==> src/rtl/acc_alu_pkg.sv <==
package acc_alu_pkg;
  localparam int DW   = 8;
  localparam int NIBS = DW / 4;
  localparam int SW   = 5;
  localparam int OPW  = 5;

  localparam int FB_S  = 0;
  localparam int FB_C  = 1;
  localparam int FB_Z  = 2;
  localparam int FB_O  = 3;
  localparam int FB_IE = 4;

  typedef enum logic [OPW-1:0] {
    OP_ADD  = 5'd0,
    OP_ADDC = 5'd1,
    OP_DADD = 5'd2,
    OP_AND  = 5'd3,
    OP_OR   = 5'd4,
    OP_XOR  = 5'd5,
    OP_COM  = 5'd6,
    OP_SHR1 = 5'd7,
    OP_SHL1 = 5'd8,
    OP_SHR4 = 5'd9,
    OP_SHL4 = 5'd10,
    OP_INC  = 5'd11,
    OP_DEC  = 5'd12,
    OP_CMP  = 5'd13,
    OP_IEON = 5'd14,
    OP_IEOFF= 5'd15,
    OP_LDST = 5'd16
  } op_e;

  typedef enum logic [1:0] {
    FC_KEEP,
    FC_ARITH,
    FC_LOGIC,
    FC_DEC
  } fclass_e;

  typedef enum logic [1:0] {
    RS_ADD,
    RS_BCD,
    RS_LOG
  } rsel_e;
endpackage

==> src/rtl/alu_adder.sv <==
module alu_adder #(
  parameter int W = 8
) (
  input  logic [W-1:0] a,
  input  logic [W-1:0] b,
  input  logic         cin,
  output logic [W-1:0] sum,
  output logic         cout,
  output logic         ovf
);
  logic [W-1:0] low;
  logic [W:0]   full;

  // carry into the top bit comes out of the lower W-1 bits
  assign low  = {1'b0, a[W-2:0]} + {1'b0, b[W-2:0]} + {{(W-1){1'b0}}, cin};
  assign full = {1'b0, a} + {1'b0, b} + {{W{1'b0}}, cin};
  assign sum  = full[W-1:0];
  assign cout = full[W];
  assign ovf  = low[W-1] ^ full[W];
endmodule

==> src/rtl/alu_bcd.sv <==
module alu_bcd #(
  parameter int N = 2
) (
  input  logic [4*N-1:0] a,
  input  logic [4*N-1:0] b,
  output logic [4*N-1:0] sum,
  output logic           cout
);
  logic [N:0] cy;
  assign cy[0] = 1'b0;

  // each nibble is summed with a bias of 6; a nibble that does not carry
  // gets the bias taken back (add 0xA modulo 16)
  for (genvar g = 0; g < N; g++) begin : g_nib
    logic [4:0] raw;
    assign raw = {1'b0, a[4*g +: 4]} + {1'b0, b[4*g +: 4]} + 5'd6 + {4'd0, cy[g]};
    assign cy[g+1] = raw[4];
    assign sum[4*g +: 4] = raw[4] ? raw[3:0] : (raw[3:0] + 4'hA);
  end

  assign cout = cy[N];
endmodule

==> src/rtl/alu_logic.sv <==
module alu_logic
  import acc_alu_pkg::*;
#(
  parameter int W = 8
) (
  input  op_e          op,
  input  logic [W-1:0] a,
  input  logic [W-1:0] b,
  output logic [W-1:0] y
);
  always_comb begin
    unique case (op)
      OP_AND:  y = a & b;
      OP_OR:   y = a | b;
      OP_XOR:  y = a ^ b;
      OP_COM:  y = a ^ {W{1'b1}};
      OP_SHR1: y = a >> 1;
      OP_SHL1: y = a << 1;
      OP_SHR4: y = a >> 4;
      OP_SHL4: y = a << 4;
      default: y = '0;
    endcase
  end
endmodule

==> src/rtl/alu_status.sv <==
module alu_status
  import acc_alu_pkg::*;
#(
  parameter int W = 5
) (
  input  logic         clk,
  input  logic         rst,
  input  logic         en,
  input  fclass_e      fcls,
  input  logic         o_new,
  input  logic         c_new,
  input  logic         z_new,
  input  logic         s_new,
  input  logic         ie_on,
  input  logic         ie_off,
  input  logic         ld,
  input  logic [W-1:0] ld_val,
  output logic [W-1:0] st_q
);
  always_ff @(posedge clk) begin
    if (rst) begin
      st_q <= '0;
    end else if (en) begin
      if (ld) begin
        st_q <= ld_val;
      end else begin
        unique case (fcls)
          FC_ARITH: begin
            st_q[FB_O] <= o_new;
            st_q[FB_C] <= c_new;
            st_q[FB_Z] <= z_new;
            st_q[FB_S] <= s_new;
          end
          FC_LOGIC: begin
            st_q[FB_O] <= 1'b0;
            st_q[FB_C] <= 1'b0;
            st_q[FB_Z] <= z_new;
            st_q[FB_S] <= s_new;
          end
          FC_DEC: begin
            st_q[FB_O] <= 1'b0;
            st_q[FB_C] <= c_new;
            st_q[FB_Z] <= z_new;
            st_q[FB_S] <= s_new;
          end
          default: ;
        endcase
        if (ie_on)  st_q[FB_IE] <= 1'b1;
        if (ie_off) st_q[FB_IE] <= 1'b0;
      end
    end
  end

  // interrupt enable moves only on its own commands or a full load
  assert_ie_hold_R9: assert property (@(posedge clk) disable iff (rst)
    (!en || (!ie_on && !ie_off && !ld)) |=> $stable(st_q[FB_IE]));

  // a load copies the operand bits verbatim
  assert_load_R10: assert property (@(posedge clk) disable iff (rst)
    (en && ld) |=> (st_q == $past(ld_val)));
endmodule

==> src/rtl/acc_alu.sv <==
module acc_alu
  import acc_alu_pkg::*;
#(
  parameter int W   = DW,
  parameter int SWD = SW
) (
  input  logic           clk,
  input  logic           rst,
  input  logic           op_vld,
  input  logic [OPW-1:0] op_code,
  input  logic [W-1:0]   acc_in,
  input  logic [W-1:0]   opnd_in,
  output logic [W-1:0]   result,
  output logic           acc_wr,
  output logic [SWD-1:0] flags
);
  localparam int NB = W / 4;

  op_e          op;
  logic [W-1:0] add_a, add_b, add_y, bcd_y, log_y, y;
  logic         add_ci, add_co, add_ov, bcd_co;
  fclass_e      fcls;
  rsel_e        rsel;
  logic         do_wr, ie_on, ie_off, ld;

  assign op = op_e'(op_code);

  always_comb begin
    add_a  = acc_in;
    add_b  = opnd_in;
    add_ci = 1'b0;
    fcls   = FC_KEEP;
    rsel   = RS_LOG;
    do_wr  = 1'b0;
    ie_on  = 1'b0;
    ie_off = 1'b0;
    ld     = 1'b0;
    case (op)
      OP_ADD:  begin fcls = FC_ARITH; rsel = RS_ADD; do_wr = 1'b1; end
      OP_ADDC: begin add_b = '0; add_ci = flags[FB_C];
                     fcls = FC_ARITH; rsel = RS_ADD; do_wr = 1'b1; end
      OP_INC:  begin add_b = '0; add_ci = 1'b1;
                     fcls = FC_ARITH; rsel = RS_ADD; do_wr = 1'b1; end
      OP_DEC:  begin add_b = '1; fcls = FC_ARITH; rsel = RS_ADD; do_wr = 1'b1; end
      OP_CMP:  begin add_a = opnd_in; add_b = ~acc_in; add_ci = 1'b1;
                     fcls = FC_ARITH; rsel = RS_ADD; end
      OP_DADD: begin fcls = FC_DEC; rsel = RS_BCD; do_wr = 1'b1; end
      OP_AND, OP_OR, OP_XOR, OP_COM,
      OP_SHR1, OP_SHL1, OP_SHR4, OP_SHL4:
               begin fcls = FC_LOGIC; rsel = RS_LOG; do_wr = 1'b1; end
      OP_IEON:  ie_on  = 1'b1;
      OP_IEOFF: ie_off = 1'b1;
      OP_LDST:  ld     = 1'b1;
      default: ;
    endcase
  end

  alu_adder #(.W(W)) u_add (
    .a(add_a), .b(add_b), .cin(add_ci),
    .sum(add_y), .cout(add_co), .ovf(add_ov)
  );

  alu_bcd #(.N(NB)) u_bcd (
    .a(acc_in), .b(opnd_in), .sum(bcd_y), .cout(bcd_co)
  );

  alu_logic #(.W(W)) u_log (
    .op(op), .a(acc_in), .b(opnd_in), .y(log_y)
  );

  always_comb begin
    unique case (rsel)
      RS_ADD:  y = add_y;
      RS_BCD:  y = bcd_y;
      default: y = log_y;
    endcase
  end

  alu_status #(.W(SWD)) u_st (
    .clk(clk), .rst(rst), .en(op_vld), .fcls(fcls),
    .o_new(add_ov),
    .c_new((rsel == RS_BCD) ? bcd_co : add_co),
    .z_new(y == '0),
    .s_new(~y[W-1]),
    .ie_on(ie_on), .ie_off(ie_off), .ld(ld),
    .ld_val(opnd_in[SWD-1:0]),
    .st_q(flags)
  );

  always_ff @(posedge clk) begin
    if (rst) begin
      result <= '0;
      acc_wr <= 1'b0;
    end else begin
      acc_wr <= op_vld & do_wr;
      if (op_vld && do_wr) result <= y;
    end
  end

  // every written result agrees with the zero and sign flags
  assert_zs_match_R3: assert property (@(posedge clk) disable iff (rst)
    acc_wr |-> (flags[FB_S] == ~result[W-1]) && (flags[FB_Z] == (result == '0)));

  // compare never writes the accumulator
  assert_cmp_nowrite_R5: assert property (@(posedge clk) disable iff (rst)
    (op_vld && op_code == OP_CMP) |=> (!acc_wr && $stable(result)));

  // logic and shift commands leave overflow and carry at zero
  assert_logic_oc_R6: assert property (@(posedge clk) disable iff (rst)
    (op_vld && op_code >= OP_AND && op_code <= OP_SHL4) |=>
      (!flags[FB_O] && !flags[FB_C]));

  // a right shift always reports a non-negative result
  assert_shr_sign_R7: assert property (@(posedge clk) disable iff (rst)
    (op_vld && (op_code == OP_SHR1 || op_code == OP_SHR4)) |=> flags[FB_S]);

  // no command, no write and no flag change
  assert_idle_R2: assert property (@(posedge clk) disable iff (rst)
    !op_vld |=> (!acc_wr && $stable(flags) && $stable(result)));

  // unassigned codes do nothing
  assert_undef_R11: assert property (@(posedge clk) disable iff (rst)
    (op_vld && op_code > OP_LDST) |=> (!acc_wr && $stable(flags)));
endmodule

==> config.mk <==
export PLATFORM = sky130hd
export DESIGN_NAME = acc_alu
export DESIGN_NICKNAME = d
export VERILOG_FILES = /design/src/rtl/acc_alu_pkg.sv /design/src/rtl/alu_adder.sv /design/src/rtl/alu_bcd.sv /design/src/rtl/alu_logic.sv /design/src/rtl/alu_status.sv /design/src/rtl/acc_alu.sv
export SDC_FILE = /design/constraint.sdc
export NUM_CORES = 1
export LEC_CHECK = 0
export ABC_AREA = 1
export BUFFER_PORTS_ARGS = -buffer_cell sky130_fd_sc_hd__buf_2
export CAP_MARGIN = 20
export CORE_MARGIN = 2
export CORE_UTILIZATION = 55
export CTS_CLUSTER_DIAMETER = 100
export DETAILED_ROUTE_END_ITERATION = 8
export PLACE_DENSITY = 0.77
export SLEW_MARGIN = 20
export SYNTH_ARGS = -nofsm -noshare
export SYNTH_HDL_FRONTEND = slang
export SYNTH_SLANG_ARGS = --single-unit
==> constraint.sdc <==
create_clock -name clk -period 4.65 [get_ports clk]
set_input_delay 0.465 -clock clk [delete_from_list [all_inputs] [get_ports clk]]
set_output_delay 0.465 -clock clk [all_outputs]
set_load 0.01 [all_outputs]
# After elaboration in Yosys (flattened, before gate mapping)
# Index checks and enable logic that the tools add are counted.
# totals
ff_bits,14
inputBits,24
out_inout_bits,14
wordCells,73
# classes
add_sub_neg,11
n_eq_ne,20
n_mux,18
bitwise_logic,7
n_reduce_logical,13
# ops
cell,n
8-bit case mux with 8 select lines,1
"5-bit by 4-bit equality test with 1-bit output, second input constant",8
8-bit case mux with 3 select lines,1
"5-bit by 3-bit equality test with 1-bit output, second input constant",4
8-bit case mux with 2 select lines,1
13-bit OR reduction,1
4-bit case mux with 3 select lines,1
4-bit by 4-bit adder with 5-bit output,2
"5-bit by 3-bit adder with 5-bit output, second input constant",2
"5-bit by 2-bit equality test with 1-bit output, second input constant",2
8-bit by 8-bit adder with 9-bit output,1
9-bit by 1-bit adder with 9-bit output,1
"4-bit adder, second input constant",2
7-bit by 7-bit adder with 8-bit output,1
8-bit by 1-bit adder with 8-bit output,1
8-bit AND,1
8-bit logical NOT,1
4-bit 2-to-1 mux,2
8-bit 2-to-1 mux,1
8-bit NOT,1
8-bit bitwise OR,1
8-bit OR reduction,1
8-bit bitwise XOR,1
1-bit 2-to-1 mux,7
20 further kinds,24

# Longest topological paths before layout
# logic_depth
word_depth,9
mapped_depth,23
depth_no_buf,23

# Cells and area by module
# From an unflattened synthesis, not the netlist that was laid out.
# unflattened
cells_unflattened,584
hier_area_um2,3472.1
# modules_own_cells
mod,instances,cells_each,area_each_um2,seq_area_each_um2
acc_alu,1,183,1099.8,180.2
alu_logic,1,171,965.9,0.0
alu_bcd,1,99,628.1,0.0
alu_adder,1,71,425.4,0.0
alu_status,1,60,352.8,100.1

# Least setup slack after synthesis
# No wires, ideal clock.
# synth_path
path_kind,input to register
from,in acc_in[2]
to,reg u_st.st_q[2]
setup_time_ps,70
arrival_time_ps,3587
t_required_ps,4580
slack_ps,993
path_stages,23
path_buffers,0
path_cell_list,inv_1 ha_1 inv_1 ha_1 nand3_1 nand3_1 nand2_1 nand2_1 fa_1 inv_1 ha_1 inv_1 fa_1 inv_1 ha_1 nand3b_1 nand2_1 nand3_1 nand3_1 nand4_1 nor2_1 nand3_1 a21oi_1
# synth_between
elab_chain_len,9
elab_cells_between_ends,20
classes_between,add/sub (7); mux (8); bitwise (4); reduce/logical (1)
# synth_rtl
element,line_no,rtl
"start, declared",acc_alu.sv:11,"input logic [W-1:0] acc_in,"
4-bit by 4-bit adder with 5-bit output,alu_bcd.sv:16,"assign raw = {1'b0, a[4*g +: 4]} + {1'b0, b[4*g +: 4]} + 5'd6 + {4'd0, cy[g]};"
5-bit by 3-bit adder with 5-bit output,alu_bcd.sv:16,
5-bit by 1-bit adder with 5-bit output,alu_bcd.sv:16,
4-bit adder,alu_bcd.sv:18,assign sum[4*g +: 4] = raw[4] ? raw[3:0] : (raw[3:0] + 4'hA);
4-bit 2-to-1 mux,alu_bcd.sv:18,
8-bit case mux with 2 select lines *,acc_alu.sv:72,unique case (rsel)
8-bit logical NOT *,acc_alu.sv:83,".z_new(y == '0),"
4-bit case mux with 3 select lines *,alu_status.sv:27,unique case (fcls)
5-bit 2-to-1 mux *,alu_status.sv:24,if (ld) begin
"end signal, assigned",alu_status.sv:25,st_q <= ld_val;
"end signal, assigned by index",alu_status.sv:29,st_q[FB_O] <= o_new;
"end signal, assigned by index",alu_status.sv:30,st_q[FB_C] <= c_new;
"end, declared",alu_status.sv:18,output logic [W-1:0] st_q
# Every way passes the cells marked *; elsewhere a longest branch is shown, timed or not. The select of a mux whose other input is x is not followed.
# A chain may end at the register's enable or synchronous reset.

# Worst setup path in the final report
# Ends and elaborated chain as after synthesis.

==> flow_summary.yaml <==
yosys:
  synth_compound_area_share_pct: 15.33
  synth_simple_gate_area_share_pct: 43.95
  seq_area_frac_synth_pct: 10.63
  yosys_most_used_dff: "dfxtp_1"
  synth_area_per_cell_um2: 5.731
  synth_top_family_by_area: "simple AND/OR/NAND/NOR gates"
  synth-seq-cells: 14
  syn_area_um2: 2636
  synthCells: 460
  yosys.cell_types.count: 35
  synth_edf_count: 0
  synth_top_cell_by_area: "nand2_1"
  yosysWarnings: 0
  yosysTopAreaCellShare_pct: 21.21
  netlist_top_cells_area: "nand2_1 21%, ha_1 15%, dfxtp_1 11%"
  synth.top_cells.by_count: "149 x nand2_1, 68 x inv_1, 43 x nand3_1, 38 x nor2_1, 31 x ha_1"
  synth_most_common_cell: "nand2_1"
  synth_xor_area_share_pct: 0.3322
  yosys-mux-area-fraction_pct: 0
  synth_adder_area_share_pct: 18.51
  async_flop_share_pct: 0
  synthesis.nets: 520
final_layout:
  stdcell_area_um2: 2939
  nNetsFinal: 560
  instances_no_fill: 553
  area_delta_synth_final_pct: 11.49
  num-fill-cells: 454
  num_antenna_cells: 0
  drive_gt1_share_pct: 14.23
worst_setup_path:
  critical_path.cell_chain: "buf_2 > inv_1 > ha_1 > inv_1 > ha_1 > nand3_1 > nand3_1 > nand2_1 > nand2_1 > fa_1 > inv_1 > ha_1 > inv_1 > fa_1 > inv_1 > ha_1 > nand3b_1 > nand2_1 > nand3_1 > nand3_1 > nand4_1 > nor2_1 > nand3_1 > a21oi_1"
  cp_max_fo: 5
  endpoint_kind: "register"
  required_ns: 4.83
  start_kind: "input pin"
  crit_type: "input pin to register"
  r2r_cells: 12
  crit_arrival_ns: 4.06
  crit_path_max_incr_delay_ns: 0.50
  cp_slowest_cell: "fa_1"
floorplanning:
  die-area_um2: 5363
  num_io_pins: 38
  die_h_um: 73.24
  rows: 25
  die_w_um: 73.24
  coreArea_um2: 4661
  start_util_pct: 56.56
detailed_routing:
  drt-initial-drc-count: 271
  ant_nets: 0
  vias_per_cell: 5.678
  drt_wl_total_um: 7799
  drcViolationCount: 0
  drt_first_pass_iters: 6
  num_vias: 3140
  wl_per_cell_um: 14.10
job:
  cap_violations: 0
global_routing:
  grt_max_degree: 26
  grt_first_pass_wirelength_um: 12520
  antenna_found_initial: 0
  grt_overflow: 0
  grt_pass1_vias: 2847
  grt_use_total_pct: 30.27
pwr:
  power_density_nw_per_um2: 195.6
  p_leak_nw: 1.619
  peakVddDrop_uv: 130.5
clocking:
  clk_path_buf_depth: 2
  clock_latency_ns: 0.25
  cts-root-buf: "clkbuf_8"
  cts_sinks: 14
  cts_resized: 0
  numCtsBuffers: 3
  clk_pin_slew_ns: 0.06
  htree_levels: 1
  cts_tree: "yes"
  cts_setup_buffers: 0
  cts_hold_buf: 0
sta:
  layout_min_cycle_time_ns: 3.882
  slew_headroom_pct: 50.36
  hold_viol: 0
  whs_ns: 0.4655
  setup-tns-final_ns: 0
  tightest_slew_ns: 0.7406
  rsz0062_at_grt: "no"
  skew_ns: 0.004459
  fin_crit_sh_pct: 83.48
  fmax_mhz: 257.6
  finalSetupViolCount: 0
  slew_viol_final: 0
place:
  portBuffers: 37
  post-dp-hpwl_um: 6518
  placed_cells_incl_taps: 549
  finalWeightedCongestion: 0.9714
  dpl-instance-area_um2: 2884
status:
  status: "finished clean"
worst_hold_path:
  hold_depth: 2
  hp-class: "register to register"
==> worst max-delay path, delay by kind of cell <==
kind | cells | cell delay [ns]
buf+inv | 6 | 0.45
compound gates | 1 | 0.11
simple gates | 11 | 1.15
fa+ha+maj | 6 | 1.86
==> cell type report <==
type | count | area, um2 | area share [%]
tap | 54 | 67.56 | 2.299
timing repair buffer | 39 | 200.2 | 6.811
sequential | 14 | 280.3 | 9.536
clock buffer | 4 | 55.05 | 1.873
multi-input combinational | 369 | 2059 | 70.07
inverter | 73 | 276.5 | 9.408
==> worst paths after layout <==
path / start / to / slack [ns]
hold / removal: result[7] / result[7] / 0.47
hold reg to reg: result[7] / result[7] / 0.47
setup / recovery: acc_in[2] / u_st.st_q[2] / 0.77
setup reg to reg: u_st.st_q[1] / u_st.st_q[2] / 2.32
==> state kept, by name, summed over array words and instances, names as in the netlist <==
| register | count |
|---|---|
| acc_wr | 1 |
| result | 8 |
| u_st.st_q | 5 |
==> layout by cell type (no fill, tap or decap), types with 7 or more instances in the layout <==
cell type and count:
a21oi_1 29, nand3_1 43, buf_2 37, inv_1 68, a211oi_1 8, nor2_1 38, dfxtp_1 14, nor2_2 7
nand2_1 149, o21ai_0 19, ha_1 31, nor3_1 7
==> cell families (layout without fill, tap and decap cells) <==
| group | after synthesis | after routing |
|---|---|---|
| buffers and inverters | 77 | 116 |
| and+or+nand+nor | 264 | 264 |
| DFF | 14 | 14 |
| AOI/OAI and AO/OA | 68 | 68 |
| xor gates and xnor gates | 1 | 1 |
| adders and majority gates | 36 | 36 |
==> through the flow <==
| step | worst slack, ns | power, mW | util, % |
|---|---|---|---|
| finish | 0.7681 | 0.5749 | 63.06 |
| floorplan | 0.9928 | 0.3639 | - |
| CTS | 0.8030 | 0.5720 | 63.06 |
| global placement | 0.6505 | 0.4437 | 61.88 |
| global route | 0.4436 | 0.6266 | 63.06 |
| detailed placement | 0.5547 | 0.4514 | 61.88 |
==> routing by layer <==
| layer | share of wire [%] | global-route usage [%] | up-vias | routed length [um] |
|---|---|---|---|---|
| met5 | 0 | 0 | - | 0 |
| met4 | 3.9 | 10.08 | 0 | 306 |
| met3 | 6.8 | 5.249 | 20 | 530 |
| met2 | 49 | 55.16 | 130 | 3793 |
| met1 | 41 | 35.38 | 1426 | 3168 |
| li1 | - | - | 1564 | - |
==> report_power, final <==
group          total, mW  internal, mW  switching, mW
registers          0.133         0.129        0.00431
clock network      0.119        0.0750         0.0445
logic              0.322         0.118          0.204
Note: power is estimated with default switching activity, not from simulation.
